==> src/rtl/rob_pkg.sv <==
`timescale 1ns/1ps
package rob_pkg;

  // Decision taken on the oldest slot in a cycle
  typedef enum logic [1:0] {
    CMT_IDLE   = 2'd0,
    CMT_RETIRE = 2'd1,
    CMT_TRAP   = 2'd2
  } cmt_e;

endpackage

==> src/rtl/rob_ptr_ctrl.sv <==
`timescale 1ns/1ps
module rob_ptr_ctrl #(
  parameter int DEPTH = 8,
  parameter int IDX_W = 3,
  parameter int CNT_W = 4
) (
  input  logic             clk,
  input  logic             rst_n,
  input  logic             alloc_i,
  input  logic             retire_i,
  input  logic             flush_i,
  output logic [IDX_W-1:0] head_o,
  output logic [IDX_W-1:0] tail_o,
  output logic             full_o
);

  logic [IDX_W-1:0] head_q, head_n;
  logic [IDX_W-1:0] tail_q, tail_n;
  logic [CNT_W-1:0] cnt_q, cnt_n;
  logic             upd_en;

  function automatic logic [IDX_W-1:0] wrap_inc(input logic [IDX_W-1:0] p);
    return (p == IDX_W'(DEPTH - 1)) ? '0 : p + 1'b1;
  endfunction

  assign upd_en = alloc_i | retire_i | flush_i;

  always_comb begin
    head_n = head_q;
    tail_n = tail_q;
    cnt_n  = cnt_q;
    if (flush_i) begin
      head_n = '0;
      tail_n = '0;
      cnt_n  = '0;
    end else begin
      if (retire_i) head_n = wrap_inc(head_q);
      if (alloc_i)  tail_n = wrap_inc(tail_q);
      cnt_n = cnt_q + CNT_W'(alloc_i) - CNT_W'(retire_i);
    end
  end

  always_ff @(posedge clk or negedge rst_n) begin
    if (!rst_n) begin
      head_q <= '0;
      tail_q <= '0;
      cnt_q  <= '0;
    end else if (upd_en) begin
      head_q <= head_n;
      tail_q <= tail_n;
      cnt_q  <= cnt_n;
    end
  end

  assign head_o = head_q;
  assign tail_o = tail_q;
  assign full_o = (cnt_q == CNT_W'(DEPTH));

endmodule

==> src/rtl/rob_entry_array.sv <==
`timescale 1ns/1ps
module rob_entry_array #(
  parameter int DEPTH  = 8,
  parameter int IDX_W  = 3,
  parameter int XLEN   = 32,
  parameter int AREG_W = 5
) (
  input  logic              clk,
  input  logic              rst_n,
  input  logic              flush_i,
  input  logic              alloc_i,
  input  logic [IDX_W-1:0]  alloc_idx_i,
  input  logic [XLEN-1:0]   alloc_pc_i,
  input  logic [AREG_W-1:0] alloc_areg_i,
  input  logic              wb_en_i,
  input  logic [IDX_W-1:0]  wb_idx_i,
  input  logic [XLEN-1:0]   wb_value_i,
  input  logic              wb_fault_i,
  input  logic              retire_i,
  input  logic [IDX_W-1:0]  head_idx_i,
  input  logic [IDX_W-1:0]  src_idx_i,
  output logic              head_valid_o,
  output logic              head_done_o,
  output logic              head_fault_o,
  output logic [XLEN-1:0]   head_pc_o,
  output logic [AREG_W-1:0] head_areg_o,
  output logic [XLEN-1:0]   head_value_o,
  output logic [XLEN-1:0]   src_value_o,
  output logic              src_ready_o
);

  logic [DEPTH-1:0]  valid_w;
  logic [DEPTH-1:0]  done_w;
  logic [DEPTH-1:0]  fault_w;
  logic [XLEN-1:0]   pc_w   [DEPTH];
  logic [XLEN-1:0]   val_w  [DEPTH];
  logic [AREG_W-1:0] areg_w [DEPTH];

  for (genvar gi = 0; gi < DEPTH; gi++) begin : g_slot
    logic              v_q, v_n, d_q, d_n, f_q, f_n;
    logic [XLEN-1:0]   pc_q, pc_n, val_q, val_n;
    logic [AREG_W-1:0] ar_q, ar_n;
    logic              wb_hit, alloc_hit, ret_hit, ctrl_en, data_en;

    assign wb_hit    = wb_en_i  && (wb_idx_i    == IDX_W'(gi)) && v_q;
    assign alloc_hit = alloc_i  && (alloc_idx_i == IDX_W'(gi));
    assign ret_hit   = retire_i && (head_idx_i  == IDX_W'(gi));
    assign ctrl_en   = flush_i | wb_hit | alloc_hit | ret_hit;
    assign data_en   = !flush_i && (wb_hit || alloc_hit);

    // writeback, then retirement, then allocation; flush overrides all
    always_comb begin
      v_n   = v_q;
      d_n   = d_q;
      f_n   = f_q;
      pc_n  = pc_q;
      ar_n  = ar_q;
      val_n = val_q;
      if (flush_i) begin
        v_n = 1'b0;
        d_n = 1'b0;
        f_n = 1'b0;
      end else begin
        if (wb_hit) begin
          val_n = wb_value_i;
          f_n   = wb_fault_i;
          d_n   = 1'b1;
        end
        if (ret_hit) v_n = 1'b0;
        if (alloc_hit) begin
          v_n  = 1'b1;
          d_n  = 1'b0;
          f_n  = 1'b0;
          pc_n = alloc_pc_i;
          ar_n = alloc_areg_i;
        end
      end
    end

    always_ff @(posedge clk or negedge rst_n) begin
      if (!rst_n) begin
        v_q <= 1'b0;
        d_q <= 1'b0;
        f_q <= 1'b0;
      end else if (ctrl_en) begin
        v_q <= v_n;
        d_q <= d_n;
        f_q <= f_n;
      end
    end

    always_ff @(posedge clk) begin
      if (data_en) begin
        pc_q  <= pc_n;
        ar_q  <= ar_n;
        val_q <= val_n;
      end
    end

    assign valid_w[gi] = v_q;
    assign done_w[gi]  = d_q;
    assign fault_w[gi] = f_q;
    assign pc_w[gi]    = pc_q;
    assign val_w[gi]   = val_q;
    assign areg_w[gi]  = ar_q;
  end

  assign head_valid_o = valid_w[head_idx_i];
  assign head_done_o  = done_w[head_idx_i];
  assign head_fault_o = fault_w[head_idx_i];
  assign head_pc_o    = pc_w[head_idx_i];
  assign head_areg_o  = areg_w[head_idx_i];
  assign head_value_o = val_w[head_idx_i];

  assign src_value_o  = val_w[src_idx_i];
  assign src_ready_o  = valid_w[src_idx_i] & done_w[src_idx_i];

endmodule

==> src/rtl/rob_commit_unit.sv <==
`timescale 1ns/1ps
module rob_commit_unit
  import rob_pkg::*;
#(
  parameter int XLEN   = 32,
  parameter int AREG_W = 5
) (
  input  logic              head_valid_i,
  input  logic              head_done_i,
  input  logic              head_fault_i,
  input  logic [XLEN-1:0]   head_pc_i,
  input  logic [AREG_W-1:0] head_areg_i,
  input  logic [XLEN-1:0]   head_value_i,
  output cmt_e              act_o,
  output logic              arf_we_o,
  output logic [AREG_W-1:0] arf_areg_o,
  output logic [XLEN-1:0]   arf_value_o,
  output logic              trap_o,
  output logic [XLEN-1:0]   trap_pc_o
);

  always_comb begin
    act_o = CMT_IDLE;
    if (head_valid_i && head_done_i) begin
      act_o = head_fault_i ? CMT_TRAP : CMT_RETIRE;
    end
  end

  assign arf_we_o    = (act_o == CMT_RETIRE);
  assign arf_areg_o  = head_areg_i;
  assign arf_value_o = head_value_i;
  assign trap_o      = (act_o == CMT_TRAP);
  assign trap_pc_o   = head_pc_i;

endmodule

==> src/rtl/rob_core.sv <==
`timescale 1ns/1ps
module rob_core
  import rob_pkg::*;
#(
  parameter int DEPTH  = 8,
  parameter int XLEN   = 32,
  parameter int AREG_W = 5,
  localparam int IDX_W = $clog2(DEPTH),
  localparam int CNT_W = $clog2(DEPTH + 1)
) (
  input  logic              clk,
  input  logic              rst_n,
  input  logic              disp_valid_i,
  input  logic [XLEN-1:0]   disp_pc_i,
  input  logic [AREG_W-1:0] disp_areg_i,
  output logic              disp_ready_o,
  output logic [IDX_W-1:0]  disp_tag_o,
  input  logic              wb_valid_i,
  input  logic [IDX_W-1:0]  wb_tag_i,
  input  logic [XLEN-1:0]   wb_value_i,
  input  logic              wb_fault_i,
  input  logic [IDX_W-1:0]  src_tag_i,
  output logic [XLEN-1:0]   src_value_o,
  output logic              src_ready_o,
  output logic              arf_we_o,
  output logic [AREG_W-1:0] arf_areg_o,
  output logic [XLEN-1:0]   arf_value_o,
  output logic              trap_o,
  output logic [XLEN-1:0]   trap_pc_o
);

  logic [IDX_W-1:0]  head_idx, tail_idx;
  logic              full;
  logic              alloc, retire, flush;
  logic              h_valid, h_done, h_fault;
  logic [XLEN-1:0]   h_pc, h_value;
  logic [AREG_W-1:0] h_areg;
  cmt_e              act;

  assign retire       = (act == CMT_RETIRE);
  assign flush        = (act == CMT_TRAP);
  assign disp_ready_o = !flush && (!full || retire);
  assign alloc        = disp_valid_i && disp_ready_o;
  assign disp_tag_o   = tail_idx;

  rob_ptr_ctrl #(
    .DEPTH (DEPTH),
    .IDX_W (IDX_W),
    .CNT_W (CNT_W)
  ) u_ptr (
    .clk      (clk),
    .rst_n    (rst_n),
    .alloc_i  (alloc),
    .retire_i (retire),
    .flush_i  (flush),
    .head_o   (head_idx),
    .tail_o   (tail_idx),
    .full_o   (full)
  );

  rob_entry_array #(
    .DEPTH  (DEPTH),
    .IDX_W  (IDX_W),
    .XLEN   (XLEN),
    .AREG_W (AREG_W)
  ) u_slots (
    .clk          (clk),
    .rst_n        (rst_n),
    .flush_i      (flush),
    .alloc_i      (alloc),
    .alloc_idx_i  (tail_idx),
    .alloc_pc_i   (disp_pc_i),
    .alloc_areg_i (disp_areg_i),
    .wb_en_i      (wb_valid_i),
    .wb_idx_i     (wb_tag_i),
    .wb_value_i   (wb_value_i),
    .wb_fault_i   (wb_fault_i),
    .retire_i     (retire),
    .head_idx_i   (head_idx),
    .src_idx_i    (src_tag_i),
    .head_valid_o (h_valid),
    .head_done_o  (h_done),
    .head_fault_o (h_fault),
    .head_pc_o    (h_pc),
    .head_areg_o  (h_areg),
    .head_value_o (h_value),
    .src_value_o  (src_value_o),
    .src_ready_o  (src_ready_o)
  );

  rob_commit_unit #(
    .XLEN   (XLEN),
    .AREG_W (AREG_W)
  ) u_commit (
    .head_valid_i (h_valid),
    .head_done_i  (h_done),
    .head_fault_i (h_fault),
    .head_pc_i    (h_pc),
    .head_areg_i  (h_areg),
    .head_value_i (h_value),
    .act_o        (act),
    .arf_we_o     (arf_we_o),
    .arf_areg_o   (arf_areg_o),
    .arf_value_o  (arf_value_o),
    .trap_o       (trap_o),
    .trap_pc_o    (trap_pc_o)
  );

endmodule

==> config.mk <==
export PLATFORM = sky130hd
export DESIGN_NAME = rob_core
export DESIGN_NICKNAME = d
export VERILOG_FILES = /design/src/rtl/rob_pkg.sv /design/src/rtl/rob_ptr_ctrl.sv /design/src/rtl/rob_entry_array.sv /design/src/rtl/rob_commit_unit.sv /design/src/rtl/rob_core.sv
export SDC_FILE = /design/constraint.sdc
export NUM_CORES = 1
export LEC_CHECK = 0
export CAP_MARGIN = 20
export CORE_MARGIN = 3
export CORE_UTILIZATION = 53
export CTS_CLUSTER_SIZE = 24
export DETAILED_ROUTE_END_ITERATION = 7
export PLACE_DENSITY = 0.76
export SLEW_MARGIN = 20
export SYNTH_ARGS = -nofsm -noshare
export SYNTH_HDL_FRONTEND = slang
export SYNTH_SLANG_ARGS = --single-unit
export TNS_END_PERCENT = 5
==> constraint.sdc <==
create_clock -name clk -period 3.34 [get_ports clk]
set_input_delay 0.501 -clock clk [delete_from_list [all_inputs] [get_ports clk]]
set_output_delay 0.501 -clock clk [all_outputs]
set_load 0.01 [all_outputs]
Word-level counts from Yosys, hierarchy flattened
Cells that the tools add are included.

word-level totals
  register bits after elaboration = 586
  input bits = 80
  output and inout port bits = 108
  logic and storage cells = 325

cells by class
  add/sub/neg operators = 4
  order comparisons = 4
  equality and inequality tests = 24
  mux-type cells = 103
  bitwise operators = 30
  reduce and logical (&&, ||, !) cells = 109

operators with widths
  cell                                                       count
  binary-select mux 32 bit (select 3 bit)                    3
  2-to-1 mux 32 bit                                          6
  2-to-1 mux 1 bit                                           77
  AND reduction 3 bit                                        16
  nonzero test 3 bit                                         16
  logical AND 1 bit                                          43
  == test 3 bit (second input constant)                      12
  AND reduction 2 bit                                        18
  OR 1 bit                                                   26
  == test 3 x 2 -> 1 bit (second input constant)             6
  2-to-1 mux 3 bit                                           6
  binary-select mux 1 bit (select 3 bit)                     5
  binary-select mux 5 bit (select 3 bit)                     1
  2-to-1 mux 5 bit                                           2
  == test 3 x 1 -> 1 bit (second input constant)             3
  zero test 3 bit                                            3
  logical OR 1 bit                                           9
  greater-or-equal comparator 4 bit (second input constant)  2
  < comparator 3 x 4 -> 1 bit (second input constant)        2
  NOT 3 -> 4 bit                                             2
  adder 3 x 1 -> 3 bit (second input constant)               2
  adder 4 x 1 -> 4 bit                                       1
  == test 4 bit (second input constant)                      1
  2-to-1 mux 2 bit                                           2
  other kinds (8)                                            10

Depth between registers and ports, before layout
Gate-level depths: netlist (run 1).

  word-level depth = 12
  mapped depth = 14
  gate-level depth less buffers = 12

Modules after synthesis
From an unflattened synthesis (run 1), not the netlist that was laid out.

unflattened totals
  cell total of the unflattened synthesis = 1236
  area total of the unflattened synthesis = 25574.5 um^2

modules (own cells, without submodules)
  module           instances  cells an instance  area each (um^2)  seq. area each (um^2)
  rob_entry_array  1          1096               24350.9           17176.5
  rob_ptr_ctrl     1          61                 631.9             250.2
  rob_commit_unit  1          73                 549.3             0.0
  rob_core         1          6                  42.5              0.0

Worst setup path before layout (run 1)
OpenSTA, ideal clock, no wires.

  kind = reg2reg
  start point = register u_ptr.head_q[0] (netlist: u_ptr.head_o[0])
  end point = register u_slots.g_slot[5].ar_q[0], enable pin
  setup time = 0.431 ns
  arrival = 3.245 ns
  setup slack = -0.336 ns
  stages on the path, launching flop included = 7
  path buffers = 1
  clock period less this slack = 3.676 ns
  path through = dfrtp_1 -> mux4_2 -> mux2i_4 -> a221oi_4 -> a21o_1 -> buf_2 -> nor2_1

between the ends
  cells in the longest elaborated chain, start to end = 12
  elaborated cells on any way between the ends = 20
  classes of those cells = eq/ne (2); mux (8); bitwise (1); reduce/logical (9)

RTL lines
  what                                                              line                                                                    RTL
  start, declared                                                   rob_ptr_ctrl.sv:17                                                      logic [IDX_W-1:0] head_q, head_n;
  start signal, assigned                                            rob_ptr_ctrl.sv:49                                                      head_q <= head_n;
  binary-select mux 1 bit (select 3 bit), on equally long branches  rob_entry_array.sv:110, rob_entry_array.sv:108, rob_entry_array.sv:109
  2-to-1 mux 1 bit, on equally long branches                        rob_entry_array.sv:110, rob_entry_array.sv:108, rob_entry_array.sv:109
  2-to-1 mux 2 bit / logical AND 1 bit (equally long branches)      rob_commit_unit.sv:25, rob_commit_unit.sv:24
  2-to-1 mux 2 bit *                                                rob_commit_unit.sv:24                                                   if (head_valid_i && head_done_i) begin
  == test 2 bit / == test 2 x 1 -> 1 bit (equally long branches)    rob_core.sv:41, rob_core.sv:40
  zero test 1 bit / logical OR 1 bit (equally long branches)        rob_entry_array.sv:49, rob_core.sv:42
  logical AND 1 bit                                                 rob_core.sv:42                                                          assign disp_ready_o = !flush && (!full || retire);
  logical AND 1 bit                                                 rob_core.sv:43                                                          assign alloc = disp_valid_i && disp_ready_o;
  logical AND 1 bit                                                 rob_entry_array.sv:46                                                   assign alloc_hit = alloc_i && (alloc_idx_i == IDX_W'(gi));
  logical OR 1 bit                                                  rob_entry_array.sv:49                                                   assign data_en = !flush_i && (wb_hit || alloc_hit);
  logical AND 1 bit                                                 rob_entry_array.sv:49
  AND reduction 3 bit (no line) *                                   -
  end signal, assigned                                              rob_entry_array.sv:95                                                   ar_q <= ar_n;
  end, declared                                                     rob_entry_array.sv:42                                                   logic [AREG_W-1:0] ar_q, ar_n;

Every way passes the cells marked *; elsewhere a longest branch is shown, timed or not. The select of a mux whose other input is x is not followed.
A chain may end at the register's enable or synchronous reset.

Final worst setup path (run 1)
  start point = register u_ptr.head_q[1] (netlist: u_ptr.head_o[1])
  end point = output port trap_pc_o[4]

between the ends
  cells in the longest elaborated chain, start to end = 4

RTL lines
  what                                                  line                    RTL
  NOT 3 -> 4 bit (implied by the code)                  rob_entry_array.sv:111  assign head_pc_o = pc_w[head_idx_i];
  binary-select mux 32 bit (select 3 bit)               rob_entry_array.sv:111
  2-to-1 mux 32 bit (implied by the code) (2 in a row)  rob_entry_array.sv:111
  end, declared                                         rob_core.sv:29          output logic [XLEN-1:0] trap_pc_o

Every way passes these cells. The select of a mux whose other input is x is not followed.

==> flow_results.org, run 1 <==
** Floorplan
- The die is 222 µm tall.
- The initial utilization of the core area, before any placement, comes to 54.2%.
- Measured along the x axis, the die boundary spans 222 µm.
- Core Region :: 45800 µm²
- Pin placement for this block handled 188 I/O pins.
- The floorplan step defined a die boundary enclosing 49500 µm².
- The floorplan has 78 rows.

** Worst setup path
- Standard cell with the maximum stage delay on the critical path :: sky130_fd_sc_hd__dfrtp_4
- The worst setup path is captured at an output pin.
- In this design, the stage delay of the slowest critical-path cell is 0.49 ns.
- Traced cell by cell, the critical path runs through buf_4, buf_16, mux4_2, nand2_1, nand2_1, clkdlybuf4s50_1.
- Crit path kind :: flip-flop to output pin
- Kind of start point of the critical path :: flip-flop
- By instance count, the cell type seen most on the critical path is sky130_fd_sc_hd__nand2_1.
- Critical path data required time :: roughly 2.8 ns
- Arrival time at the worst endpoint :: 2.74 ns
- Critical path fanouts, max :: 98

** Place
- In this run, placement finished with an instance count of about 2100.
- Once detailed placement completed, the half-perimeter wirelength came to 32.5 mm.
- Cell area after placement :: around 28000 µm²
- Routability-driven placement finished with a final weighted congestion of 0.839.
- Total of buffers placed on input and output ports :: 187
- Timing analysis after detailed placement gives a worst setup slack of 0.262 ns.

** Synth
- Largest area contributor in the synthesized netlist :: sky130_fd_sc_hd__edfxtp_1
- The netlist uses 44 different library cells.
- Synthesis produced a netlist whose cell count is around 1300.
- After synthesis, the mean cell area works out to approximately 19 µm².
- Post-synthesis cell area :: 24800 µm²
- The commonest cells after synthesis are sky130_fd_sc_hd__edfxtp_1, sky130_fd_sc_hd__nand2_1, sky130_fd_sc_hd__mux4_2.
- After synthesis, the cell types taking the most area are sky130_fd_sc_hd__edfxtp_1, sky130_fd_sc_hd__mux4_2, sky130_fd_sc_hd__dfrtp_1.
- Top-area cell type share of the netlist area :: 66.8%
- Number of flops mapped to enable cells by yosys :: ~550
- FFs w/ async S/R, synth :: 5.80%
- Synthesis Warnings :: 0
- Counting flops and latches in the post-synthesis netlist gives 586.
- Dominant register cell in the synthesized netlist :: sky130_fd_sc_hd__edfxtp_1
- Sequential cells were found to cover 70.2% of the synthesized design area.
- Counting every net in the synthesized netlist gives 1405.
- The most common cell in the synthesized netlist is sky130_fd_sc_hd__edfxtp_1.

** Final layout
- Total Nets Final :: roughly 1600
- Layout cell share with drive strength beyond 1 :: 25.9%
- Relative to the synthesized area, the layout overhead comes to 20.2%.
- Final standard cell count with taps included and fillers excluded :: 2182
- After routing the design area is approximately 30000 µm².
- The layout has 3015 filler cells.

** Timing
- Worst-Margin Slew :: 1.06 ns
- After layout, the worst setup slack is 0.0949 ns.
- Final max-slew violation count :: 0
- Clock skew :: a little under 0.04 ns
- Number of hold violations in the final report :: 0
- Time the final worst path needs with I/O delays and setup :: ~3.2 ns
- Summed over all failing endpoints, the final setup total negative slack is 0 ns.
- Hold is met by 0.404 ns.
- In this run the tightest slew margin relative to its limit is between 20 and 30%.
- Number of failing setup endpoints in the final timing report :: 0
- Max Clk Rate :: 308 MHz
- Final clock period utilization by the worst path :: 97.2%

** Clock network
- The root buffer cell chosen for the clock tree is sky130_fd_sc_hd__clkbuf_16.
- Counting every sink on the clock net gives 586.
- Max clock buf depth :: 3
- Clock tree from TritonCTS :: yes
- Hold repair after CTS inserted 0 buffers.
- H-tree levels :: 2
- Number of buffers added by the clock tree synthesis step :: 56
- The clock reaches the later pin of the worst-skew pair after around 0.62 ns.
- Clock-pin slew was measured on the worst setup and hold paths at 0.06 ns.

** Global route
- The number of global-route vias before repair was approximately 14000.
- Global-route congestion overflow total :: 0
- The first global-routing pass estimated 87.4 mm of wire.
- The initial antenna violation count came to 6.
- Aggregate global-route resource usage :: between 20% and 30%
- Maximum number of pins on one net before global-route repair :: 99

** Routing
- Number of DRC violations after detailed routing :: 0
- Residual antenna-violating net count after detailed routing :: 0
- For this block, the via count after detailed routing is 13500.
- First-pass detailed-route iteration total :: 5
- Average routed wire per standard cell :: 26.5 µm
- In the routed layout, each cell is associated on average with a via count of 6.17.
- After detailed routing, the total wire length is around 58 mm.
- In this run, the number of DRC markers left after iteration 0 of detailed routing was between 1000 and 1500.

** Power and ir drop
- Max VDD drop :: 0.568 mV
- For this design the static power due to leakage is 10.4 nW.
- Dividing total power by cell area gives a power density of 790 nW/µm².

** Hold path
- Min-delay worst type :: input port to async pin

** Run
- The tool flagged a number of max-cap violations equal to 0.

** Outcome
- The flow ran to the end, and the final reports show no timing, DRC or antenna violations.
-- kinds of logic after synthesis --
| family | after synthesis | synth area share (%) |
|---|---|---|
| fa+ha+maj | 18 | 0.938 |
| compound gates | 79 | 2.09 |
| mux | 249 | 20.6 |
| simple gates | 280 | 4.54 |
| buf+inv | 93 | 1.56 |
| xor+xnor | 2 | 0.0706 |
| flops | 586 | 70.2 |
-- sequential cells by signal, summed over array words and instances, names as in the netlist --
register,cells
u_ptr.tail_o,3
u_slots.g_slot.v_q,8
u_ptr.head_o,3
u_ptr.cnt_q,4
u_slots.g_slot.d_q,8
u_slots.g_slot.f_q,8
u_slots.g_slot.pc_q,256
u_slots.g_slot.val_q,256
u_slots.g_slot.ar_q,40
-- report_power, final --
group          leakage (nW)  internal (mW)  total (mW)  switching (mW)
clock network         0.855           3.47        6.13            2.66
logic                  4.09           3.76        8.15            4.39
registers              5.42           8.92        9.29           0.375
total                  10.4           16.1        23.6            7.42
-- metrics by stage --
step | utilization [%] | power, mW
after floorplan | - | 14.2
after global placement | 60.7 | 17.4
after detailed placement | 60.7 | 17.6
after CTS | 64.7 | 23.7
after global routing | 65.2 | 24.7
final | 65.2 | 23.6
-- worst paths after layout --
kind                                  from               endpoint  slack (ns)  cells past startpoint
min                                  rst_n         u_ptr.cnt_q[3]        0.40                      1
min reg2reg                 u_ptr.cnt_q[2]         u_ptr.cnt_q[2]        0.52                      1
max                        u_ptr.head_o[1]           trap_pc_o[4]        0.09                      6
max in group asynchronous            rst_n  u_slots.g_slot[5].d_q        2.24                      2
min in group clk            u_ptr.cnt_q[2]         u_ptr.cnt_q[2]        0.52                      1
max reg2reg                u_ptr.head_o[1]         u_ptr.cnt_q[2]        0.31                     11
-- cell type report --
class                           count  area [µm²]  area share, %
Clock inverter                     30         314           1.05
Antenna cell                        3        7.51         0.0252
Timing Repair Buffer              250        2680           8.98
Tap cell                          600         751           2.52
Sequential cell                   586       17400           58.4
Clock buffer                       70        1450           4.87
Inverter                           15        57.6          0.193
Multi-Input combinational cell    628        7140           23.9
-- metal layers --
metal  up-vias  track usage, %  part of all wire [%]
met5         -               0                 0.078
met4         8            5.07                   1.5
met3        84            5.25                   8.0
met2       578            39.6                    51
met1      7041            31.5                    39
li1       5755               -                     -
-- cells in the final DEF (no fill, tap or decap), drive strengths merged, types with 16 or more instances in the layout --
| cell type | count |
|---|---|
| clkinv | 25 |
| dlygate4sd2 | 39 |
| buf | 63 |
| clkdlybuf4s50 | 118 |
| a21oi | 24 |
| dfrtp | 34 |
| nand3 | 16 |
| mux2 | 35 |
| dlymetal6s2s | 27 |
| edfxtp | 552 |
| mux4 | 205 |
| nand2 | 220 |
| nor2 | 26 |
| o21ai | 21 |
| ha | 17 |
| clkbuf | 73 |
-- repair_timing --
| action | 4_1_cts | 5_1_grt |
|---|---|---|
| setup endpoints to repair | 62 | 34 |
| cloned | 2 | 3 |
| endpoints found under the hold margin | 0 | 0 |
| gates resized for setup | 43 | 35 |
| buffers inserted | 1 | 3 |
-- critical path: cells and delay by family (launching register included) --
kind | cells | cell delay, ns
mux | 1 | 0.39
flops | 1 | 0.49
buf+inv | 3 | 1.04
simple gates | 2 | 0.15
Power figures use the tool's default switching activity.
==> inputs of run 2 (changes only) <==
Settings changed: CORE_MARGIN 3 to 2.
==> flow_results.org, run 2 (synthesized netlist as in run 1, its figures left out) <==
** Global route
- The number of global-route vias before repair is 14100.
- First-pass GRT wire length :: 84.2 mm
- The total overflow left after global routing is 0.
- The initial antenna violation count was 7.
- Entering global routing, the biggest net connects 78 pins.
- Aggregate global-route resource usage :: between 20% and 30%

** Final layout
- Top library cells by usage in the layout, fill and taps aside :: sky130_fd_sc_hd__edfxtp_1, sky130_fd_sc_hd__nand2_1, sky130_fd_sc_hd__mux4_2
- Relative to the synthesized area, the layout overhead comes to 21.1%.
- Once layout is done, the placed cells without fillers occupy 30100 µm².
- Cells with a size suffix above 1 make up a little over a quarter of the layout.
- Largest regs :: u_slots.g_slot.pc_q (256), u_slots.g_slot.val_q (256), u_slots.g_slot.ar_q (40)
- After the last flow step, the layout net total stands at 1627.
- Commonest non-fill, non-tap cell in the layout :: sky130_fd_sc_hd__edfxtp_1
- The finished layout holds approximately 2200 standard cells, fillers aside.

** Worst setup path
- Register-to-register path setup slack :: 0.17 ns
- Together, buffers and inverters on the worst path number 5.
- The worst register-to-register path has a depth of 11.
- Critical path data required time :: about 2.8 ns
- Capturing element type of the critical path :: output pin
- By startpoint and endpoint, the worst setup path is classified as flip-flop to output pin.
- Standard cell with the maximum stage delay on the critical path :: sky130_fd_sc_hd__mux4_2
- Library cell appearing most often on the critical path :: sky130_fd_sc_hd__buf_12
- Delay of the slowest cell on the worst path :: approximately 0.54 ns
- Critical path fanouts, max :: 11
- The worst setup path is launched from a flip-flop.
- Arrival time at the worst endpoint :: 2.75 ns
- The startpoint identified for the worst register-to-register timing path is u_ptr.head_o[0].
- End of the worst register-to-register path :: u_ptr.cnt_q[2]
- Traced cell by cell, the critical path runs through buf_12, mux4_2, mux2i_4, a221oi_4, buf_6, a21o_1, buf_12, inv_2, clkbuf_2.
- The kind of cell with the highest combined delay along the critical path is multiplexers.

** Place
- Cell area after placement :: 27800 µm²
- The congestion estimate from routability-driven global placement came to approximately 0.8.
- Dpl ws :: 0.0894 ns
- Total of buffers placed on input and output ports :: 187
- Number of placed instances with taps included :: 2068
- After legalization and detailed placement, the total HPWL measured 31.0 mm.

** Timing
- Final max-slew violation count :: 0
- In this run the tightest slew margin relative to its limit is 30.4%.
- Clock skew :: 0.0521 ns
- The worst path uses 97.2% of the clock period.
- Once routing completed, OpenROAD measured the worst setup slack at 0.0930 ns.
- The total count of hold-check failures in the final report was 0.
- At the pin with the least slew margin, the transition time is 1.04 ns.
- For the finished layout, the period the worst path requires is 3.25 ns.
- Max Clk Rate :: 308 MHz
- Setup tns final :: 0 ns
- Final Hold Slack :: 0.304 ns
- Number of failing setup endpoints in the final timing report :: 0

** Clock network
- The number of clock buffers added by TritonCTS is 57.
- The clock net in this run drives a total of 586 sinks.
- Clock-pin slew on the worst setup and hold paths :: approximately 0.06 ns
- TritonCTS built the clock tree.
- For this design, the CTS-stage hold fixing added 0 buffers.
- The clock passes through at most 3 buffers.
- The clock tree synthesis step divided the H-tree into 2 levels.
- Clock tree synthesis selected as its root buffer the cell sky130_fd_sc_hd__clkbuf_16.
- Later-pin clock latency in the skew report :: 0.64 ns

** Power and ir drop
- Max VDD drop :: 0.710 mV
- Power spread over the standard cell area amounts to 812 nW/µm².
- For this design the static power due to leakage is around 10 nW.

** Routing
- First-pass detailed-route iteration total :: 5
- For this run, design rule violations remaining after detail routing come to 0.
- The count of nets left with antenna violations once routing finished came out at 0.
- Routed vias :: approximately 13000
- Post-DR vias/cell :: 6.13
- The final layout contains routed wiring with a total length of 55.6 mm.
- Average routed wire per standard cell :: 25.5 µm
- Number of DRC markers in iteration 0 :: approximately 1400

** Floorplan
- I/O pin count :: 188
- Core Region :: 46400 µm²
- Measured along the x axis, the die boundary spans 220 µm.
- In this run the core area contains 79 standard-cell rows.
- Effective utilization at floorplan :: 53.5%
- Vertical die dimension :: 220 µm
- Overall die area :: 48600 µm²

** Hold path
- Min-delay worst type :: input port to async pin

** Outcome
- The run finished with clean final reports.

** Run
- Max-cap check violation count :: 0
==> run 2: through the flow <==
step | total power, mW | util [%]
floorplan | 14.2 | -
global placement | 17.4 | 59.9
detailed placement | 17.5 | 59.9
CTS | 24.5 | 64.5
global route | 25.5 | 64.8
finish | 24.4 | 64.8
==> run 2: worst max-delay path by stage <==
stage / from / to / slack [ns] / depth (start not counted)
global placement: u_ptr.head_o[0] / disp_ready_o / 0.12 / 8
global route: u_ptr.head_o[0] / disp_ready_o / -0.004 / 9
finish: u_ptr.head_o[0] / disp_ready_o / 0.09 / 9
floorplan: u_ptr.head_o[0] / u_slots.g_slot[5].ar_q[0] / -0.34 / 6
CTS: u_ptr.head_o[0] / trap_pc_o[22] / -0.11 / 5
detailed placement: u_ptr.head_o[0] / disp_ready_o / 0.09 / 8
==> run 2: timing repair <==
action / in CTS / in global routing
setup endpoints to repair: 70 / 41
cloned: 2 / 1
resized for setup: 27 / 18
setup buffers: 3 / 2
==> run 2: layout make-up <==
| cell class | count | area, µm² |
|---|---|---|
| inverter | 15 | 57.6 |
| fill | 3080 | 16300 |
| timing repair buffer | 241 | 2620 |
| multi-input combinational | 628 | 7160 |
| tap | 607 | 759 |
| sequential | 586 | 17400 |
| clock inverter | 35 | 542 |
| antenna | 2 | 5.00 |
| clock buffer | 70 | 1480 |
==> run 2: power by group <==
group / switching [mW] / leakage [nW] / internal [mW]
sequential: 0.410 / 5.42 / 8.91
clock: 2.73 / 0.969 / 4.09
combinational: 4.28 / 3.83 / 3.97
==> run 2: layer usage <==
metal	track usage, %	share of wire, %
met5	0	0.11
met1	31.5	40
met4	6.13	1.8
met2	40.0	51
met3	4.67	7.2
==> run 2: worst reg2reg max path, cell delays in order (launching register included) <==
cell                      delay [ns]
sky130_fd_sc_hd__dfrtp_4        0.49
sky130_fd_sc_hd__buf_12         0.15
sky130_fd_sc_hd__mux4_2         0.55
sky130_fd_sc_hd__mux2_2         0.38
sky130_fd_sc_hd__nor2_1         0.20
sky130_fd_sc_hd__ha_1           0.17
sky130_fd_sc_hd__inv_1          0.04
sky130_fd_sc_hd__ha_1           0.20
sky130_fd_sc_hd__fa_1           0.42
sky130_fd_sc_hd__xnor2_1        0.16
sky130_fd_sc_hd__nor2_1         0.05
sky130_fd_sc_hd__mux2_2         0.25
==> inputs of run 3 (changes only) <==
Settings changed: MAX_ROUTING_LAYER set to met4.
==> flow_results.org, run 3 (synthesized netlist as in run 1, its figures left out) <==
** Outcome
- Status :: finished, violations left
- Violated checks :: antenna violations

** Global route
- The first global-routing pass estimated 84.1 mm of wire.
- The number of global-route vias before repair came to 14100.
- For this run, the total global-route usage over all layers was measured as between 20% and 30%.
- The initial antenna violation count is 8.
- Global-route congestion overflow total :: 0
- Maximum number of pins on one net before global-route repair :: 78

** Worst setup path
- Register-to-register path setup slack :: roughly 0.19 ns
- At the worst endpoint, the arrival time is 2.74 ns.
- The critical path is of the flip-flop to output pin type.
- Library cell appearing most often on the critical path :: sky130_fd_sc_hd__buf_12
- Critical path, cell by cell :: buf_12, mux4_2, mux2i_4, a221oi_4, buf_6, a21o_1, buf_12, inv_2, clkbuf_2
- Critical path data required time :: between 2 and 3 ns
- STA classifies the critical path startpoint as a flip-flop.
- Standard cell with the maximum stage delay on the critical path :: sky130_fd_sc_hd__mux4_2
- Capturing element type of the critical path :: output pin
- On the worst path, the slowest cell contributes a delay of 0.54 ns.
- Critical path fanouts, max :: 11

** Power and ir drop
- Final Total Pwr :: 24.4 mW
- Dividing total power by cell area gives a power density of 811 nW/µm².
- Across the VDD grid, the largest voltage drop is 0.709 mV.
- The analysis attributes to cell leakage a power of 10.2 nW.

** Routing
- Residual antenna-violating net count after detailed routing :: 1
- The routed design has 55.7 mm of wire.
- The detailed router placed 13400 vias in this run.
- For this run, design rule violations remaining after detail routing come to 0.
- After detailed routing, the number of vias per cell comes to 6.10.
- First-pass detailed-route iteration total :: 5
- Number of DRC markers in iteration 0 :: 1296
- After detailed routing, the average wire length per cell comes to ~25 µm.

** Final layout
- From synthesis to final layout, the design area changed by 21.2%.
- Top library cells by usage in the layout, fill and taps aside :: sky130_fd_sc_hd__edfxtp_1, sky130_fd_sc_hd__nand2_1, sky130_fd_sc_hd__mux4_2
- Fill cells in the final layout number 3076.
- The largest registers in the layout are u_slots.g_slot.pc_q (256), u_slots.g_slot.val_q (256), u_slots.g_slot.ar_q (40).
- Commonest non-fill, non-tap cell in the layout :: sky130_fd_sc_hd__edfxtp_1
- Layout cell share with drive strength beyond 1 :: 26.2%
- For this run, the post-layout net count is 1627.

** Place
- Summed over all nets, the half-perimeter wirelength after detailed placement is 31.0 mm.
- At the end of routability-driven placement, the weighted congestion stood at 0.834.
- Dpl ws :: 0.0894 ns
- Total of buffers placed on input and output ports :: about 190

** Timing
- The final count of pins violating max slew came to 0.
- Clock skew :: roughly 0.047 ns
- Number of hold violations in the final report :: 0
- Final clock period utilization by the worst path :: 97.1%
- Max Clk Rate :: between 300 and 400 MHz
- Setup violations remaining at the end of the flow were counted as 0.
- Worst-Margin Slew :: ~1.1 ns
- Hold timing on the final database bottoms out at a slack of 0.301 ns.
- Measured against its own limit, the worst slew margin works out to about 30%.
- For the final routed database, the setup TNS stands at 0 ns.
- After layout, the minimum clock period comes to ~3.2 ns.
- The worst path meets setup with between 0.09 and 0.1 ns of slack.

** Floorplan
- Floorplan die width :: 220 µm
- Vertical die dimension :: between 200 and 250 µm
- Pin placement for this block handled 188 I/O pins.
- The initial utilization of the core area, before any placement, comes to 53.5%.
- Placement Rows :: 79
- The region available for standard cell placement spans 46400 µm².
- Overall die area :: 48600 µm²

** Clock network
- TritonCTS built the clock tree.
- The clock tree synthesis step divided the H-tree into 2 levels.
- Clock-pin slew was measured on the worst setup and hold paths at 0.06 ns.
- For the worst-skew pair, the clock arrives at the later sink with an insertion delay of 0.63 ns.
- CTS Root Buffer Type :: sky130_fd_sc_hd__clkbuf_16
- The clock passes through at most 3 buffers.
- Hold repair after CTS inserted 0 buffers.
- CTS Sinks :: between 500 and 600
- Number of buffers added by the clock tree synthesis step :: between 50 and 60

** Run
- Max-cap violations in this run came to 0.

** Hold path
- The min-delay analysis places its worst path in the category input port to async pin.
## run 3: changes by cell type in the layout (fill, tap and decap cells not counted), sizes merged
| cell | previous run | this run |
|---|---|---|
| diode | 2 | 13 |
## run 3: power by group
group	leakage [nW]	internal (mW)	switching [mW]	total, mW
sequential	5.42	8.91	0.411	9.33
combinational	3.83	3.97	4.29	8.26
clock	0.969	4.09	2.72	6.81
total	10.2	17.0	7.42	24.4
## run 3: final cells by class
| type | count | area [µm²] | area share [%] |
|---|---|---|---|
| multi-input combinational | 628 | 7160 | 23.8 |
| antenna | 13 | 32.5 | 0.108 |
| tap | 607 | 759 | 2.53 |
| clock buffer | 70 | 1480 | 4.90 |
| inverter | 15 | 57.6 | 0.191 |
| timing repair buffer | 241 | 2620 | 8.70 |
| sequential | 586 | 17400 | 58.0 |
| clock inverter | 35 | 542 | 1.80 |
## run 3: what timing repair did
item                       in CTS  in global routing
setup endpoints to repair      70                 41
gates cloned                    2                  1
gates resized for setup        27                 18
buffers inserted                3                  2
## run 3: critical path: cells and delay by family (launching register included)
| family | cells | cell delay [ns] |
|---|---|---|
| AOI/OAI and AO/OA | 2 | 0.25 |
| buffers and inverters | 5 | 0.67 |
| DFF | 1 | 0.49 |
| muxes | 2 | 0.74 |
## run 3: metrics by stage
stage	utilization [%]	cell area [µm²]	std cells
floorplan	-	24800	1307
global placement	59.9	27800	2068
detailed placement	59.9	27800	2068
CTS	64.5	29900	2178
global route	64.8	30100	2189
finish	64.9	30100	2195
## run 3: final timing paths
kind                                 start                     to  depth (start not counted)
max                        u_ptr.head_o[0]           disp_ready_o                          9
min                                  rst_n  u_slots.g_slot[3].f_q                          2
max reg2reg                u_ptr.head_o[0]         u_ptr.cnt_q[2]                         11
min reg2reg                 u_ptr.cnt_q[2]         u_ptr.cnt_q[2]                          1
max in group asynchronous            rst_n        u_ptr.head_o[0]                          2
min in group clk            u_ptr.cnt_q[2]         u_ptr.cnt_q[2]                          1
## run 3: layer usage
metal  GRT usage (%)  up-vias  routed length [µm]
li1                -     5759                   -
met1            31.4     7003               22000
met2            40.1      552               28400
met3            4.69       77                4240
met4            6.13        0                1010
met5               -        -                   0
